<file path="config.mk">
export PLATFORM = sky130hd
export DESIGN_NAME = gp_timer
export DESIGN_NICKNAME = d
export VERILOG_FILES = /design/src/rtl/gtmr_pkg.sv /design/src/rtl/gtmr_down_cnt.sv /design/src/rtl/gtmr_sec_tick.sv /design/src/rtl/gtmr_rtc_count.sv /design/src/rtl/gp_timer.sv
export SDC_FILE = /design/constraint.sdc
export NUM_CORES = 1
export LEC_CHECK = 0
export BUFFER_PORTS_ARGS = -buffer_cell sky130_fd_sc_hd__buf_2
export CAP_MARGIN = 20
export CORE_ASPECT_RATIO = 0.6
export CORE_UTILIZATION = 60
export CTS_CLUSTER_SIZE = 10
export DETAILED_ROUTE_END_ITERATION = 7
export GPL_TIMING_DRIVEN = 0
export PLACE_DENSITY = 0.79
export SLEW_MARGIN = 20
export SYNTH_ARGS = -nofsm -noshare
export SYNTH_HDL_FRONTEND = slang
export SYNTH_SLANG_ARGS = --single-unit
</file>
<file path="constraint.sdc">
create_clock -name clk -period 8.5 [get_ports clk]
set_input_delay 0 -clock clk [delete_from_list [all_inputs] [get_ports clk]]
set_output_delay 0 -clock clk [all_outputs]
set_load 0.005 [all_outputs]
</file>
<file path="src/rtl/gtmr_pkg.sv">
package gtmr_pkg;
   // register offsets; software depends on these positions
   localparam logic [7:0] OFF_CFG   = 8'h00;
   localparam logic [7:0] OFF_MODE  = 8'h04;
   localparam logic [7:0] OFF_CTL   = 8'h0C;
   localparam logic [7:0] OFF_MASK  = 8'h18;
   localparam logic [7:0] OFF_RAW   = 8'h1C;
   localparam logic [7:0] OFF_MSTAT = 8'h20;
   localparam logic [7:0] OFF_CLR   = 8'h24;
   localparam logic [7:0] OFF_LOAD  = 8'h28;
   localparam logic [7:0] OFF_MATCH = 8'h30;
   localparam logic [7:0] OFF_VALUE = 8'h48;

   localparam int CFG_W = 4;
   localparam logic [CFG_W-1:0] CFG_COUNTDOWN = 4'd0;
   localparam logic [CFG_W-1:0] CFG_SECONDS   = 4'd1;

   localparam int CTL_EN_BIT  = 0;
   localparam int CTL_TRG_BIT = 5;

   localparam int RAW_W = 7;
   localparam logic [RAW_W-1:0] MASK_KEEP = 7'h77;
   localparam int RAW_TMO_BIT = 0;
   localparam int RAW_SEC_BIT = 3;
endpackage

</file>
<file path="src/rtl/gtmr_down_cnt.sv">
module gtmr_down_cnt #(
   parameter int W = 32
) (
   input  logic         clk,
   input  logic         rst_n,
   input  logic         run,
   input  logic         restart,
   input  logic [W-1:0] period,
   output logic         timeout,
   output logic [W-1:0] count
);
   logic [W-1:0] cnt_q;

   assign timeout = run && !restart && (cnt_q == W'(1));
   assign count   = cnt_q;

   always_ff @(posedge clk or negedge rst_n) begin
      if (!rst_n) begin
         cnt_q <= '0;
      end else if (restart) begin
         cnt_q <= period;
      end else if (run) begin
         cnt_q <= (cnt_q == W'(1)) ? period : cnt_q - W'(1);
      end
   end
endmodule

</file>
<file path="src/rtl/gtmr_sec_tick.sv">
module gtmr_sec_tick #(
   parameter int CLK_HZ = 50_000_000
) (
   input  logic clk,
   input  logic rst_n,
   input  logic run,
   input  logic restart,
   output logic strobe
);
   localparam int PW = (CLK_HZ < 2) ? 1 : $clog2(CLK_HZ);
   localparam logic [PW-1:0] LAST = PW'(CLK_HZ - 1);

   generate
      if (CLK_HZ < 2) begin : g_bad_hz
         $error("gtmr_sec_tick: CLK_HZ must be at least 2");
      end
   endgenerate

   logic [PW-1:0] pre_q;

   assign strobe = run && !restart && (pre_q == LAST);

   always_ff @(posedge clk or negedge rst_n) begin
      if (!rst_n) begin
         pre_q <= '0;
      end else if (restart) begin
         pre_q <= '0;
      end else if (run) begin
         pre_q <= (pre_q == LAST) ? '0 : pre_q + PW'(1);
      end
   end
endmodule

</file>
<file path="src/rtl/gtmr_rtc_count.sv">
module gtmr_rtc_count #(
   parameter int W = 32
) (
   input  logic         clk,
   input  logic         rst_n,
   input  logic         step,
   input  logic [W-1:0] limit,
   output logic [W-1:0] secs,
   output logic         wrap
);
   logic [W-1:0] secs_q, inc, nxt;

   assign inc  = secs_q + W'(1);
   assign nxt  = (inc > limit) ? '0 : inc;
   assign wrap = step && (nxt == '0);
   assign secs = secs_q;

   always_ff @(posedge clk or negedge rst_n) begin
      if (!rst_n)    secs_q <= '0;
      else if (step) secs_q <= nxt;
   end
endmodule

</file>
<file path="src/rtl/gp_timer.sv">
module gp_timer
   import gtmr_pkg::*;
#(
   parameter int CLK_HZ = 50_000_000,
   parameter int ADDR_W = 8,
   parameter int DATA_W = 32
) (
   input  logic              clk,
   input  logic              rst_n,
   input  logic [ADDR_W-1:0] bus_addr,
   input  logic              bus_we,
   input  logic [DATA_W-1:0] bus_wdata,
   output logic [DATA_W-1:0] bus_rdata,
   output logic              irq,
   output logic              trig_out
);
   generate
      if (DATA_W != 32) begin : g_bad_data
         $error("gp_timer: DATA_W must be 32");
      end
      if (ADDR_W < 7) begin : g_bad_addr
         $error("gp_timer: ADDR_W must reach offset 0x48");
      end
   endgenerate

   logic                 wr_cfg, wr_mode, wr_ctl, wr_mask, wr_clr, wr_load, wr_match;
   logic [CFG_W-1:0]     cfg_q;
   logic                 oneshot_q, en_q, trg_en_q, trig_q;
   logic [RAW_W-1:0]     mask_q, raw_q, raw_set, clr_bits;
   logic [DATA_W-1:0]    load_q, match_q, period, cd_count, sec_q;
   logic                 restart, run_cd, run_sec, tmo, sec_step, sec_wrap;

   assign wr_cfg   = bus_we && (bus_addr == ADDR_W'(OFF_CFG));
   assign wr_mode  = bus_we && (bus_addr == ADDR_W'(OFF_MODE));
   assign wr_ctl   = bus_we && (bus_addr == ADDR_W'(OFF_CTL));
   assign wr_mask  = bus_we && (bus_addr == ADDR_W'(OFF_MASK));
   assign wr_clr   = bus_we && (bus_addr == ADDR_W'(OFF_CLR));
   assign wr_load  = bus_we && (bus_addr == ADDR_W'(OFF_LOAD));
   assign wr_match = bus_we && (bus_addr == ADDR_W'(OFF_MATCH));

   // only a 0-to-1 enable change restarts timing
   assign restart = wr_ctl && bus_wdata[CTL_EN_BIT] && !en_q;
   assign run_cd  = en_q && (cfg_q == CFG_COUNTDOWN);
   assign run_sec = en_q && (cfg_q == CFG_SECONDS);
   assign period  = (load_q == '0) ? DATA_W'(1) : load_q;

   gtmr_down_cnt #(.W(DATA_W)) u_down (
      .clk(clk), .rst_n(rst_n), .run(run_cd), .restart(restart),
      .period(period), .timeout(tmo), .count(cd_count)
   );

   gtmr_sec_tick #(.CLK_HZ(CLK_HZ)) u_tick (
      .clk(clk), .rst_n(rst_n), .run(run_sec), .restart(restart),
      .strobe(sec_step)
   );

   gtmr_rtc_count #(.W(DATA_W)) u_secs (
      .clk(clk), .rst_n(rst_n), .step(sec_step), .limit(match_q),
      .secs(sec_q), .wrap(sec_wrap)
   );

   always_comb begin
      raw_set              = '0;
      raw_set[RAW_TMO_BIT] = tmo;
      raw_set[RAW_SEC_BIT] = sec_wrap;
   end

   assign clr_bits = wr_clr ? bus_wdata[RAW_W-1:0] : '0;

   always_ff @(posedge clk or negedge rst_n) begin
      if (!rst_n) begin
         cfg_q     <= '0;
         oneshot_q <= 1'b0;
         en_q      <= 1'b0;
         trg_en_q  <= 1'b0;
         mask_q    <= '0;
         raw_q     <= '0;
         load_q    <= '0;
         match_q   <= '0;
         trig_q    <= 1'b0;
      end else begin
         if (wr_cfg)   cfg_q     <= bus_wdata[CFG_W-1:0];
         if (wr_mode)  oneshot_q <= bus_wdata[0];
         if (wr_mask)  mask_q    <= bus_wdata[RAW_W-1:0] & MASK_KEEP;
         if (wr_load)  load_q    <= bus_wdata;
         if (wr_match) match_q   <= bus_wdata;
         if (wr_ctl) begin
            en_q     <= bus_wdata[CTL_EN_BIT];
            trg_en_q <= bus_wdata[CTL_TRG_BIT];
         end else if (tmo && oneshot_q) begin
            en_q <= 1'b0;
         end
         // event set has priority over a simultaneous clear
         raw_q  <= (raw_q & ~clr_bits) | raw_set;
         trig_q <= tmo && trg_en_q;
      end
   end

   always_comb begin
      bus_rdata = '0;
      case (bus_addr)
         ADDR_W'(OFF_CFG):   bus_rdata[CFG_W-1:0] = cfg_q;
         ADDR_W'(OFF_MODE):  bus_rdata[0]         = oneshot_q;
         ADDR_W'(OFF_CTL): begin
            bus_rdata[CTL_EN_BIT]  = en_q;
            bus_rdata[CTL_TRG_BIT] = trg_en_q;
         end
         ADDR_W'(OFF_MASK):  bus_rdata[RAW_W-1:0] = mask_q;
         ADDR_W'(OFF_RAW):   bus_rdata[RAW_W-1:0] = raw_q;
         ADDR_W'(OFF_MSTAT): bus_rdata[RAW_W-1:0] = raw_q & mask_q;
         ADDR_W'(OFF_LOAD):  bus_rdata            = load_q;
         ADDR_W'(OFF_MATCH): bus_rdata            = match_q;
         ADDR_W'(OFF_VALUE): bus_rdata            = (cfg_q == CFG_SECONDS) ? sec_q : '0;
         default:            bus_rdata            = '0;
      endcase
   end

   assign irq      = |(raw_q & mask_q);
   assign trig_out = trig_q;
endmodule

</file>
==> results_tabular.tex <==
\begin{tabular}{lr}
\hline
Metric & Value \\
\hline
\multicolumn{2}{l}{\textbf{Outcome}} \\
Run status & finished, violations left \\
Violations in the final reports & DRC \\
\multicolumn{2}{l}{\textbf{Logic synthesis}} \\
Total number of yosys warnings & 0 \\
Flops \& latches, synth & 175 \\
Top area cells in the synthesized netlist & sky130\_fd\_sc\_hd\_\_dfrtp\_1, sky130\_fd\_sc\_hd\_\_mux2\_2, sky130\_fd\_sc\_hd\_\_o21ai\_0 \\
Synthesized area per cell & 9.04 µm² \\
Mapped Area & 10500 µm² \\
Area leader, netlist & sky130\_fd\_sc\_hd\_\_dfrtp\_1 \\
Count of different cell masters after synthesis & 70 \\
Area share of the largest cell type after synthesis & 0.415 \\
Number of instances in the synthesized netlist & 1167 \\
Mapped Nets & 1246 \\
Share of synthesized area occupied by flip-flops and latches & 0.415 \\
Prevailing post-synth register cell & sky130\_fd\_sc\_hd\_\_dfrtp\_1 \\
Synth async-reset ratio & 1.00 \\
Number of flops mapped to enable cells by yosys & 0 \\
\multicolumn{2}{l}{\textbf{GRT}} \\
Largest net degree at the start of global routing & 100 \\
Via count of the first global-routing pass & 9501 \\
Number of antenna violations at the first check in global routing & 0 \\
Global-route congestion overflow total & 0 \\
Global-route wire length before repair & 52600 µm \\
Tot GR Track Use & 0.380 \\
\multicolumn{2}{l}{\textbf{Worst setup path}} \\
Critical Path Sink Type & flip-flop \\
Cells traversed along the worst timing path & and4\_1 -> and2\_1 -> clkbuf\_1 -> nand4\_1 -> nor3\_1 -> nand3\_1 -> xnor2\_1 -> ha\_1 -> nand4\_1 -> and4bb\_2 -> a311oi\_1 -> a22oi\_1 -> o21ai\_1 -> nand2b\_1 -> clkbuf\_1 -> o21ai\_0 \\
Worst Setup Path Type & reg -> reg \\
Worst stage delay on the critical path & 0.59 ns \\
Critical path startpoint category & flip-flop \\
Highest net fanout along the worst path & 10 \\
Data arrival time of the critical path & 5.55 ns \\
Critical path required time & 8.79 ns \\
Slowest CP cell & sky130\_fd\_sc\_hd\_\_dfrtp\_1 \\
Critical path buffers and inverters & 2 \\
Kind of cell adding the most delay to the critical path & simple AND/OR/NAND/NOR gates \\
\multicolumn{2}{l}{\textbf{Clock tree}} \\
Clock tree from TritonCTS & done \\
Resized cells post-CTS & 0 \\
Buffer count from post-CTS setup fixing & 0 \\
CTS clk-pin slew, worst paths & 0.06 ns \\
Bufs on Longest Clock Path & 2 \\
Clk root buf & sky130\_fd\_sc\_hd\_\_clkbuf\_16 \\
H-tree depth reported by CTS & 4 \\
Source-to-sink clock delay at the later pin of the worst-skew pair & 0.45 ns \\
Number of buffers added by the clock tree synthesis step & 17 \\
Clock Sinks & 175 \\
Quantity of hold-fixing buffers added after cts & 33 \\
\multicolumn{2}{l}{\textbf{Timing}} \\
Time the final worst path needs with I/O delays and setup & 5.26 ns \\
Number of slew-limit violations in the final report & 0 \\
Number of endpoints with negative hold slack in the final report & 0 \\
Unrepaired setup endpoints after global routing & no \\
Slew headroom & 0.304 \\
TNS Setup & 0 ns \\
Tightest Pin Transition & 1.03 ns \\
Top achievable clock speed & 0.190 GHz \\
Final count of negative-setup-slack endpoints & 0 \\
Final worst path period share & 0.619 \\
Setup skew after layout & 0.0126 ns \\
\multicolumn{2}{l}{\textbf{Run}} \\
\# Max-Cap Violations & 0 \\
\multicolumn{2}{l}{\textbf{Routing}} \\
Total wire length after detailed routing & 33400 µm \\
Routed wl met3 & 4660 µm \\
Vias per std cell & 6.56 \\
Number of violations reported at the end of detailed-routing iteration 0 & 1683 \\
DRC Markers & 6 \\
Number of vias after detailed routing & 10100 \\
Wl on met1 & 14900 µm \\
First-pass detailed-route iteration total & 8 \\
Top layer in use & met4 \\
Metal2 WL & 13100 µm \\
Average detailed-routed wire length per instance & 21.7 µm \\
Final antenna-violating net count & 0 \\
\multicolumn{2}{l}{\textbf{Placement}} \\
Count of buffers inserted at the top-level ports & 74 \\
Global placement routability congestion & 0.994 \\
Placement-stage cell area & 11300 µm² \\
Cell count after placement & 1476 \\
Hpwl dp & 24500 µm \\
\multicolumn{2}{l}{\textbf{Pwr}} \\
Leakage power figure & 5.78 nW \\
Power density cells & 203 nW/µm² \\
IR drop worst, VDD & 0.145 mV \\
Total power & 2.47 mW \\
\multicolumn{2}{l}{\textbf{Floorplanning}} \\
Count of pins on the block boundary & 77 \\
Initial standard-cell utilization of the core & 0.614 \\
Core footprint & 17200 µm² \\
Die Width & 173 µm \\
Row count & 37 \\
Die Y-Extent & 105 µm \\
Die footprint & 18100 µm² \\
\multicolumn{2}{l}{\textbf{Finish}} \\
Antenna diodes & 0 \\
Highest-count cells in the layout ignoring fill and taps & sky130\_fd\_sc\_hd\_\_dfrtp\_1, sky130\_fd\_sc\_hd\_\_nand2\_1, sky130\_fd\_sc\_hd\_\_o21ai\_0 \\
Share of post-route cells with drive strength above 1 & 0.168 \\
Non-filler cells, final & 1541 \\
Final design area excluding fillers & 12200 µm² \\
Post-synthesis to final-layout area growth & 15.8\% \\
Most common cell after layout, fill and taps aside & sky130\_fd\_sc\_hd\_\_dfrtp\_1 \\
Number of nets in the layout & 1373 \\
\multicolumn{2}{l}{\textbf{Hold path}} \\
Worst min path class & in -> reg \\
\hline
\end{tabular}
## final timing paths
check                                start          endpoint  slack (ns)  depth (start not counted)
setup / recovery            u_secs.secs[0]    u_secs.secs[0]        3.24                         16
hold / removal                 bus_addr[3]              en_q        0.06                          3
setup reg to reg            u_secs.secs[0]    u_secs.secs[0]        3.24                         16
hold reg to reg            u_tick.pre_q[3]   u_tick.pre_q[3]        0.51                          1
max in group asynchronous            rst_n        match_q[3]        7.44                          3
min in group asynchronous            rst_n  u_down.count[24]        0.14                          2
## routing by layer
layer / vias up / GRT usage
met3: 63 / 0.127
met5: - / 0
met1: 4846 / 0.572
met4: 0 / 0.118
li1: 4504 / -
met2: 691 / 0.505
## synth_stat cells, types with 5 or more instances
cell type / n
sky130_fd_sc_hd__dfrtp_1: 175
sky130_fd_sc_hd__nand2_1: 110
sky130_fd_sc_hd__o21ai_0: 100
sky130_fd_sc_hd__nor2_1: 87
sky130_fd_sc_hd__inv_1: 79
sky130_fd_sc_hd__mux2_2: 73
sky130_fd_sc_hd__a21oi_1: 52
sky130_fd_sc_hd__nand3_1: 45
sky130_fd_sc_hd__clkbuf_1: 39
sky130_fd_sc_hd__nor3_1: 37
sky130_fd_sc_hd__ha_1: 36
sky130_fd_sc_hd__a222oi_1: 28
sky130_fd_sc_hd__nand4_1: 25
sky130_fd_sc_hd__nor4_1: 25
sky130_fd_sc_hd__xor2_1: 23
sky130_fd_sc_hd__a22oi_1: 22
sky130_fd_sc_hd__xnor2_1: 19
sky130_fd_sc_hd__and3_1: 17
sky130_fd_sc_hd__o31ai_1: 17
sky130_fd_sc_hd__buf_2: 13
sky130_fd_sc_hd__a21o_1: 11
sky130_fd_sc_hd__and4_1: 11
sky130_fd_sc_hd__o21ai_1: 11
sky130_fd_sc_hd__or3_1: 11
sky130_fd_sc_hd__o211ai_1: 8
sky130_fd_sc_hd__and2_1: 6
sky130_fd_sc_hd__buf_1: 6
sky130_fd_sc_hd__a21boi_0: 5
sky130_fd_sc_hd__nand2b_1: 5
## cells by family after synthesis
group                      synth area share
muxes                                0.0798
xor gates and xnor gates             0.0349
AOI/OAI and AO/OA                     0.173
buffers and inverters                0.0536
DFF                                   0.415
and+or+nand+nor                       0.201
adders and majority gates            0.0427
## power breakdown
group / total, mW / internal, mW / switching, mW
Sequential: 1.01 / 0.911 / 0.0954
Combinational: 0.619 / 0.213 / 0.406
Clock: 0.848 / 0.478 / 0.370
Total: 2.47 / 1.60 / 0.871
## state kept, by name, indices dropped and copies added, names as in the netlist
| register | count |
|---|---|
| load_q | 32 |
| match_q | 32 |
| u_down.count | 32 |
| u_secs.secs | 32 |
| u_tick.pre_q | 26 |
| raw_q | 7 |
| mask_q | 6 |
| cfg_q | 4 |
| en_q | 1 |
| oneshot_q | 1 |
| trg_en_q | 1 |
| trig_out | 1 |
## per-stage QoR
stage | setup WS, ns | hold slack [ns] | utilization
after floorplan | 4.79 | -0.296 | -
after global placement | 3.55 | 0.237 | 0.653
after CTS | 3.42 | 0.0478 | 0.711
after detailed placement | 3.48 | 0.0243 | 0.656
after global routing | 2.87 | 0.140 | 0.711
final | 3.24 | 0.0641 | 0.711
## cell type report
class / count / area, µm²
multi-input cells: 850 / 5610
fillers: 1284 / 4970
flip-flops and latches: 175 / 4380
repair buffers: 108 / 738
clock buffers: 19 / 443
inverters: 79 / 297
well taps: 234 / 293
plain buffers: 63 / 269
clock inverters: 13 / 175
## tightest hold or removal path, delay by kind of cell
| family | cells | cell delay [ns] |
|---|---|---|
| buf+inv | 1 | 0.20 |
| compound gates | 1 | 0.09 |
| simple gates | 1 | 0.17 |
(Power assumes the default switching activity.)
